**src/rtl/adc_rd_pkg.sv**
```systemverilog
package adc_rd_pkg;
  typedef enum logic [1:0] {
    MODE_SINGLE = 2'b00,
    MODE_CONT   = 2'b01,
    MODE_CREAD  = 2'b10
  } conv_mode_e;

  typedef enum logic [2:0] {
    PH_IDLE,
    PH_CMD,
    PH_WDATA,
    PH_RDATA,
    PH_TAIL,
    PH_SKIP
  } phase_e;

  localparam int CFG_W = 3;
endpackage

```
**src/rtl/adc_rd_pin_sync.sv**
```systemverilog
module adc_rd_pin_sync #(
  parameter int STAGES = 2
) (
  input  logic clk,
  input  logic rst_n,
  input  logic cs_n,
  input  logic sclk,
  input  logic din,
  output logic cs_act,
  output logic sclk_rise,
  output logic sclk_fall,
  output logic din_s
);
  logic [STAGES-1:0] cs_q;
  logic [STAGES-1:0] sk_q;
  logic [STAGES-1:0] di_q;
  logic              sk_prev;

  always_ff @(posedge clk or negedge rst_n) begin
    if (!rst_n) begin
      cs_q    <= '1;
      sk_q    <= '1;
      di_q    <= '0;
      sk_prev <= 1'b1;
    end else begin
      cs_q    <= {cs_q[STAGES-2:0], cs_n};
      sk_q    <= {sk_q[STAGES-2:0], sclk};
      di_q    <= {di_q[STAGES-2:0], din};
      sk_prev <= sk_q[STAGES-1];
    end
  end

  assign cs_act    = ~cs_q[STAGES-1];
  assign sclk_rise = sk_q[STAGES-1] & ~sk_prev;
  assign sclk_fall = ~sk_q[STAGES-1] & sk_prev;
  assign din_s     = di_q[STAGES-1];
endmodule

```
**src/rtl/adc_rd_frame_ctl.sv**
```systemverilog
module adc_rd_frame_ctl
  import adc_rd_pkg::*;
#(
  parameter int          DW       = 24,
  parameter int          CW       = 8,
  parameter logic [CW-1:0] CMD_RD = 8'hC0,
  parameter logic [CW-1:0] CMD_WR = 8'h40
) (
  input  logic             clk,
  input  logic             rst_n,
  input  logic             cs_act,
  input  logic             sclk_rise,
  input  logic             sclk_fall,
  input  logic             din_s,
  input  conv_mode_e       mode,
  input  logic             rdy_n,
  output phase_e           phase,
  output logic             load,
  output logic             read_done,
  output logic             shift_evt,
  output logic             cfg_we,
  output logic [CFG_W-1:0] cfg_field
);
  localparam int MAXB = (DW > CW) ? DW : CW;
  localparam int CNTW = $clog2(MAXB);

  logic [CNTW-1:0] cnt;
  logic [CW-1:0]   sreg;
  logic [CW-1:0]   byte_next;
  logic            byte_last;
  logic            word_last;
  logic            cread_go;
  logic            rd_cmd;

  assign byte_next = {sreg[CW-2:0], din_s};
  assign byte_last = sclk_rise && (cnt == CNTW'(CW-1));
  assign word_last = sclk_rise && (cnt == CNTW'(DW-1));
  assign cread_go  = (phase == PH_IDLE) && cs_act && (mode == MODE_CREAD) && !rdy_n;
  assign rd_cmd    = (phase == PH_CMD) && byte_last && (byte_next == CMD_RD) &&
                     (mode != MODE_CREAD);

  assign load      = cread_go || rd_cmd;
  assign read_done = (phase == PH_RDATA) && word_last;
  assign shift_evt = (phase == PH_RDATA) && sclk_fall;
  assign cfg_we    = (phase == PH_WDATA) && byte_last;
  assign cfg_field = byte_next[CFG_W-1:0];

  always_ff @(posedge clk or negedge rst_n) begin
    if (!rst_n) begin
      phase <= PH_IDLE;
      cnt   <= '0;
      sreg  <= '0;
    end else if (!cs_act) begin
      phase <= PH_IDLE;
      cnt   <= '0;
    end else begin
      unique case (phase)
        PH_IDLE: begin
          cnt   <= '0;
          phase <= cread_go ? PH_RDATA : PH_CMD;
        end
        PH_CMD: if (sclk_rise) begin
          sreg <= byte_next;
          cnt  <= cnt + 1'b1;
          if (byte_last) begin
            cnt <= '0;
            if (byte_next == CMD_WR)  phase <= PH_WDATA;
            else if (rd_cmd)          phase <= PH_RDATA;
            else                      phase <= PH_SKIP;
          end
        end
        PH_WDATA: if (sclk_rise) begin
          sreg <= byte_next;
          cnt  <= cnt + 1'b1;
          if (byte_last) phase <= PH_SKIP;
        end
        PH_RDATA: if (sclk_rise) begin
          cnt <= cnt + 1'b1;
          if (word_last) phase <= PH_TAIL;
        end
        default: ;
      endcase
    end
  end

  // one frame event at a time
  assert_one_event_R3: assert property (@(posedge clk) disable iff (!rst_n)
    $onehot0({load, read_done, cfg_we}));

  // a continuous-read frame never starts on a stale result
  assert_no_replay_R6: assert property (@(posedge clk) disable iff (!rst_n)
    (load && mode == MODE_CREAD) |-> !rdy_n);
endmodule

```
**src/rtl/adc_rd_cfg.sv**
```systemverilog
module adc_rd_cfg
  import adc_rd_pkg::*;
(
  input  logic             clk,
  input  logic             rst_n,
  input  logic             cfg_we,
  input  logic [CFG_W-1:0] cfg_field,
  output conv_mode_e       mode,
  output logic             cs_hold
);
  conv_mode_e mode_dec;

  always_comb begin
    unique case (cfg_field[1:0])
      2'b01:   mode_dec = MODE_CONT;
      2'b10:   mode_dec = MODE_CREAD;
      default: mode_dec = MODE_SINGLE;
    endcase
  end

  always_ff @(posedge clk or negedge rst_n) begin
    if (!rst_n) begin
      mode    <= MODE_SINGLE;
      cs_hold <= 1'b0;
    end else if (cfg_we) begin
      mode    <= mode_dec;
      cs_hold <= cfg_field[2];
    end
  end

  // configuration only moves on a write
  assert_cfg_stable_R12: assert property (@(posedge clk) disable iff (!rst_n)
    !cfg_we |=> ($stable(mode) && $stable(cs_hold)));
endmodule

```
**src/rtl/adc_rd_result_store.sv**
```systemverilog
module adc_rd_result_store #(
  parameter int DW = 24
) (
  input  logic          clk,
  input  logic          rst_n,
  input  logic          res_valid,
  input  logic [DW-1:0] res_data,
  output logic          res_ready,
  input  logic          busy,
  input  logic          load,
  input  logic          read_done,
  output logic [DW-1:0] shadow,
  output logic          rdy_n
);
  logic pend;
  logic acc;

  assign res_ready = !(busy && pend);
  assign acc       = res_valid && res_ready;

  always_ff @(posedge clk or negedge rst_n) begin
    if (!rst_n) begin
      shadow <= '0;
      pend   <= 1'b0;
      rdy_n  <= 1'b1;
    end else begin
      if (acc) shadow <= res_data;

      if (load)             pend <= acc;
      else if (acc && busy) pend <= 1'b1;

      if (read_done)  rdy_n <= !(pend || acc);
      else if (acc)   rdy_n <= 1'b0;
    end
  end

  // a taken result lowers ready on the next clock
  assert_ready_low_R2: assert property (@(posedge clk) disable iff (!rst_n)
    acc |=> !rdy_n);

  // a finished read with nothing newer raises ready
  assert_ready_high_R4: assert property (@(posedge clk) disable iff (!rst_n)
    (read_done && !pend && !acc) |=> rdy_n);

  // a result offered behind a pending one is not taken
  assert_no_overflow_R10: assert property (@(posedge clk) disable iff (!rst_n)
    (busy && pend && res_valid && !read_done) |=> $stable(shadow));
endmodule

```
**src/rtl/adc_rd_shift_out.sv**
```systemverilog
module adc_rd_shift_out #(
  parameter int DW = 24
) (
  input  logic          clk,
  input  logic          rst_n,
  input  logic          load,
  input  logic [DW-1:0] shadow,
  input  logic          shift_evt,
  input  logic          in_rdata,
  input  logic          in_tail,
  input  logic          cs_hold,
  input  logic          rdy_n,
  input  logic          cs_act,
  output logic          dout,
  output logic          dout_oe
);
  logic [DW-1:0] sh;
  logic          bit_q;
  logic          data_on;

  always_ff @(posedge clk or negedge rst_n) begin
    if (!rst_n) begin
      sh      <= '0;
      bit_q   <= 1'b1;
      data_on <= 1'b0;
    end else if (load) begin
      sh      <= shadow;
      data_on <= 1'b0;
    end else if (shift_evt) begin
      bit_q   <= sh[DW-1];
      sh      <= {sh[DW-2:0], 1'b0};
      data_on <= 1'b1;
    end
  end

  always_comb begin
    if ((in_rdata && data_on) || (in_tail && cs_hold)) dout = bit_q;
    else                                               dout = rdy_n;
  end

  assign dout_oe = cs_act;

  // with the hold rule the final bit stays put through the tail
  assert_tail_hold_R8: assert property (@(posedge clk) disable iff (!rst_n)
    (in_tail && cs_hold && $past(in_tail) && $past(cs_hold)) |-> $stable(dout));
endmodule

```
**src/rtl/adc_serial_readout.sv**
```systemverilog
module adc_serial_readout
  import adc_rd_pkg::*;
#(
  parameter int DW          = 24,
  parameter int CW          = 8,
  parameter int SYNC_STAGES = 2
) (
  input  logic          clk,
  input  logic          rst_n,
  input  logic          cs_n,
  input  logic          sclk,
  input  logic          din,
  output logic          dout,
  output logic          dout_oe,
  input  logic          res_valid,
  input  logic [DW-1:0] res_data,
  output logic          res_ready,
  output logic [1:0]    conv_mode
);
  logic             cs_act;
  logic             sclk_rise;
  logic             sclk_fall;
  logic             din_s;
  phase_e           phase;
  logic             load;
  logic             read_done;
  logic             shift_evt;
  logic             cfg_we;
  logic [CFG_W-1:0] cfg_field;
  conv_mode_e       mode;
  logic             cs_hold;
  logic [DW-1:0]    shadow;
  logic             rdy_n;
  logic             in_rdata;
  logic             in_tail;

  assign in_rdata  = (phase == PH_RDATA);
  assign in_tail   = (phase == PH_TAIL);
  assign conv_mode = mode;

  adc_rd_pin_sync #(.STAGES(SYNC_STAGES)) u_sync (
    .clk(clk), .rst_n(rst_n), .cs_n(cs_n), .sclk(sclk), .din(din),
    .cs_act(cs_act), .sclk_rise(sclk_rise), .sclk_fall(sclk_fall), .din_s(din_s)
  );

  adc_rd_frame_ctl #(.DW(DW), .CW(CW)) u_frame (
    .clk(clk), .rst_n(rst_n), .cs_act(cs_act), .sclk_rise(sclk_rise),
    .sclk_fall(sclk_fall), .din_s(din_s), .mode(mode), .rdy_n(rdy_n),
    .phase(phase), .load(load), .read_done(read_done), .shift_evt(shift_evt),
    .cfg_we(cfg_we), .cfg_field(cfg_field)
  );

  adc_rd_cfg u_cfg (
    .clk(clk), .rst_n(rst_n), .cfg_we(cfg_we), .cfg_field(cfg_field),
    .mode(mode), .cs_hold(cs_hold)
  );

  adc_rd_result_store #(.DW(DW)) u_store (
    .clk(clk), .rst_n(rst_n), .res_valid(res_valid), .res_data(res_data),
    .res_ready(res_ready), .busy(in_rdata), .load(load), .read_done(read_done),
    .shadow(shadow), .rdy_n(rdy_n)
  );

  adc_rd_shift_out #(.DW(DW)) u_shift (
    .clk(clk), .rst_n(rst_n), .load(load), .shadow(shadow), .shift_evt(shift_evt),
    .in_rdata(in_rdata), .in_tail(in_tail), .cs_hold(cs_hold), .rdy_n(rdy_n),
    .cs_act(cs_act), .dout(dout), .dout_oe(dout_oe)
  );

  // the line is driven only inside a frame
  assert_oe_idle_R11: assert property (@(posedge clk) disable iff (!rst_n)
    (phase == PH_IDLE && !cs_act) |-> !dout_oe);
endmodule

```
**config.mk**
```make
export PLATFORM = sky130hd
export DESIGN_NAME = adc_serial_readout
export DESIGN_NICKNAME = d
export VERILOG_FILES = /design/src/rtl/adc_rd_pkg.sv /design/src/rtl/adc_rd_pin_sync.sv /design/src/rtl/adc_rd_frame_ctl.sv /design/src/rtl/adc_rd_cfg.sv /design/src/rtl/adc_rd_result_store.sv /design/src/rtl/adc_rd_shift_out.sv /design/src/rtl/adc_serial_readout.sv
export SDC_FILE = /design/constraint.sdc
export NUM_CORES = 1
export LEC_CHECK = 0
export ABC_AREA = 1
export BUFFER_PORTS_ARGS = -buffer_cell sky130_fd_sc_hd__buf_2
export CELL_PAD_IN_SITES_DETAIL_PLACEMENT = 1
export CELL_PAD_IN_SITES_GLOBAL_PLACEMENT = 2
export CORE_MARGIN = 2
export CORE_UTILIZATION = 27
export CTS_BUF_LIST = sky130_fd_sc_hd__clkbuf_8
export DETAILED_ROUTE_END_ITERATION = 16
export PLACE_DENSITY = 0.69
export SYNTH_ARGS = -nofsm -noshare
export SYNTH_HDL_FRONTEND = slang
export SYNTH_SLANG_ARGS = --single-unit
export TNS_END_PERCENT = 50
```
**constraint.sdc**
```tcl
create_clock -name clk -period 2.25 [get_ports clk]
set_input_delay 0.45 -clock clk [delete_from_list [all_inputs] [get_ports clk]]
set_output_delay 0.45 -clock clk [all_outputs]
set_load 0.02 [all_outputs]
```
==> run summary <==
run status -> finished, final reports clean
Lkg Pwr -> 1.97 nW
Seq/Total Area, Yosys -> 58.8%
final period utilization -> 96.0%
Clock power frac -> 29.6%
dominant synthesized flop cell -> dfrtp_1
flops & latches, synth -> 77
# H-tree levels -> 3
startpoint types -> flop
clk_skew -> 0.00903 ns
Syn Nets -> 420
largest net degree at the start of global routing -> 44
final hold violations -> 0
synth cell count leaders -> 182 x nand2_1, 70 x dfrtp_1, 38 x nand3_1
Worst Tran Pin Value -> 0.838 ns
Yosys cell types -> 28
synth warn -> 0
Die Area -> 0.0131 sq mm
Setup Crit Path Kind -> flop to output pin
GPL Wtd Cong -> 0.844
die height -> 114 microns
RSZ-0062 raised after global routing -> false
DRC viols -> 0
initial antenna violation count -> 0
Hold WS -> 0.0357 ns
cell internal pwr -> 2.33 mW
hold crit path type -> primary input to async pin
Total GRT Usage -> 13.1%
CTS sink count -> 77
fmax -> 463 MHz
Final HPWL DP -> 5.21 mm
WP data arrival -> 1.71 ns
grt ovf -> 0
maxcap violations -> 0
top cells by area, synth -> dfrtp_1 53%, nand2_1 21%, nand3_1 5.8%, dfstp_2 5.6%, o21ai_0 2.3%
Rows -> 40
Antenna Nets Post-Route -> 0
Die W -> 114 microns
Sequential Power Share -> 50.5%
TritonCTS clock tree -> done
port buffer count -> 34
post-synth top area share -> 53.2%
Synth Instances -> 389
combinational fraction of design power -> 19.9%
Vias/cell -> 4.49
global-route wire length before repair -> 13.3 mm
layout cells sized above 1 -> 16.6%
# diodes -> 0
Reg clk slew, reported paths -> 0.08 ns
count leader, synth -> nand2_1
Max Fanout on Critical Path -> 5
Final Routed Wirelength -> 7.62 mm
vias -> 2611
sw frac -> 32.2%
WL/cell -> 13.1 microns
Slew Limit Fails -> 0
root buffer cell -> clkbuf_8
core area -> 0.0120 sq mm
drt first pass iters -> 4
vias in the first global route -> 2768
max-slew headroom at the worst pin -> 44.1%
Initial Utilization -> 27.5%
Avg Inst Size Synth -> 8.47 sq um
power density over the cells -> 894 mW/mm^2
sum of negative setup slack -> 0 ns
Mapped Area -> 0.00329 sq mm
Final nets -> 460
worst-skew pair later-pin latency -> 0.37 ns
ys async rst share -> 100%
CTS Buf Count -> 9
Worst setup EP type -> output pin
area grow syn2layout -> 16.5%
crit path time final -> 2.16 ns
number of synthesized flops with an enable pin -> 0
Sw Pwr -> 1.10 mW
Post-CTS Hold Fix Bufs -> 0
CP required -> 1.80 ns
Bufs on Longest Clock Path -> 2
drt initial violations -> 138
Max IR drop VDD -> 0.000251 V
Ports -> 35
area leader, netlist -> dfrtp_1
final setup vio count -> 0
==> final cells by class <==
cell class / count / area (sq um)
multi-input cells: 279 / 1200
inverters: 21 / 81.3
well taps: 147 / 184
clock buffers: 13 / 179
clock inverters: 3 / 11.3
flip-flops and latches: 77 / 1940
fillers: 1456 / 8120
repair buffers: 41 / 240
==> through the flow <==
stage / setup WS (ns) / cells / total power, mW / instance area [sq um] / util (%)
CTS: 0.0317 / 580 / 3.49 / 3820 / 32.0
finish: 0.0911 / 581 / 3.43 / 3840 / 32.1
detailed placement: 0.273 / 563 / 2.43 / 3630 / 30.3
global route: 0.0197 / 581 / 3.69 / 3840 / 32.1
floorplan: 0.547 / 389 / 2.19 / 3290 / -
global placement: 0.322 / 563 / 2.41 / 3630 / 30.3
==> cells in the final DEF, fill, tap and decap left out, drive strengths merged <==
cell type / count
a21boi: 1
a21oi: 6
and3: 1
buf: 41
clkbuf: 13
dfrtp: 70
dfstp: 7
ha: 1
inv: 24
nand2: 185
nand3: 39
nand3b: 1
nand4: 2
nor2: 20
nor3: 5
o21ai: 15
o22ai: 1
o31ai: 1
xor2: 1
==> logic make-up after synthesis <==
group / synth area share, %
and+or+nand+nor: 32.1
DFF: 58.8
buffers and inverters: 4.67
AOI/OAI and AO/OA: 3.84
xor gates and xnor gates: 0.266
adders and majority gates: 0.380
==> final timing paths <==
path,startpoint,to,slack [ns],depth (start not counted)
min in group clk,cs_n,u_sync.cs_q[0],0.18,1
hold reg to reg,u_sync.di_q[0],u_sync.di_q[1],0.35,0
max in group asynchronous,rst_n,u_store.shadow[11],1.60,2
setup reg to reg,u_frame.cnt[0],u_shift.sh[21],0.29,11
setup / recovery,u_frame.phase[2],dout,0.09,8
hold / removal,rst_n,u_cfg.mode[0],0.04,1
==> timing repair <==
action	CTS	global route
endpoints found under the setup margin	1	1
buffers inserted	1	1
gates resized for setup	2	2
pin swaps	1	0
==> layer usage <==
| layer | up-vias | GRT usage, % | share of wire, % | routed length [microns] |
|---|---|---|---|---|
| met5 | - | 0 | 0 | 0 |
| met4 | 0 | 6.67 | 2.3 | 176 |
| met3 | 12 | 3.02 | 3.6 | 275 |
| met2 | 40 | 20.2 | 43 | 3290 |
| met1 | 1253 | 17.3 | 51 | 3880 |
| li1 | 1306 | - | - | - |
==> flip-flops by register name, summed over array words and instances, names as in the netlist <==
register	cells
u_shift.sh	24
u_store.shadow	24
u_frame.sreg	7
u_frame.cnt	5
u_frame.phase	3
u_cfg.mode	2
u_sync.cs_q	2
u_sync.di_q	2
u_sync.sk_q	2
u_cfg.cs_hold	1
u_shift.bit_q	1
u_shift.data_on	1
u_store.pend	1
u_store.rdy_n	1
u_sync.sk_prev	1
==> power by group through the flow <==
stage	Clock, mW	Sequential, mW	Combinational, mW
after floorplan	0	1.71	0.479
after global placement	0	1.75	0.659
after detailed placement	0	1.76	0.677
after CTS	1.07	1.73	0.688
after global routing	1.12	1.77	0.803
final	1.01	1.73	0.683
==> critical path, stage by stage (launching register included) <==
cell     delay (ns)
dfrtp_2        0.46
inv_4          0.09
nand2_2        0.08
nor2_4         0.14
inv_2          0.06
o21ai_1        0.14
nand2_1        0.06
o21ai_0        0.11
buf_4          0.20
(Power assumes the default switching activity.)
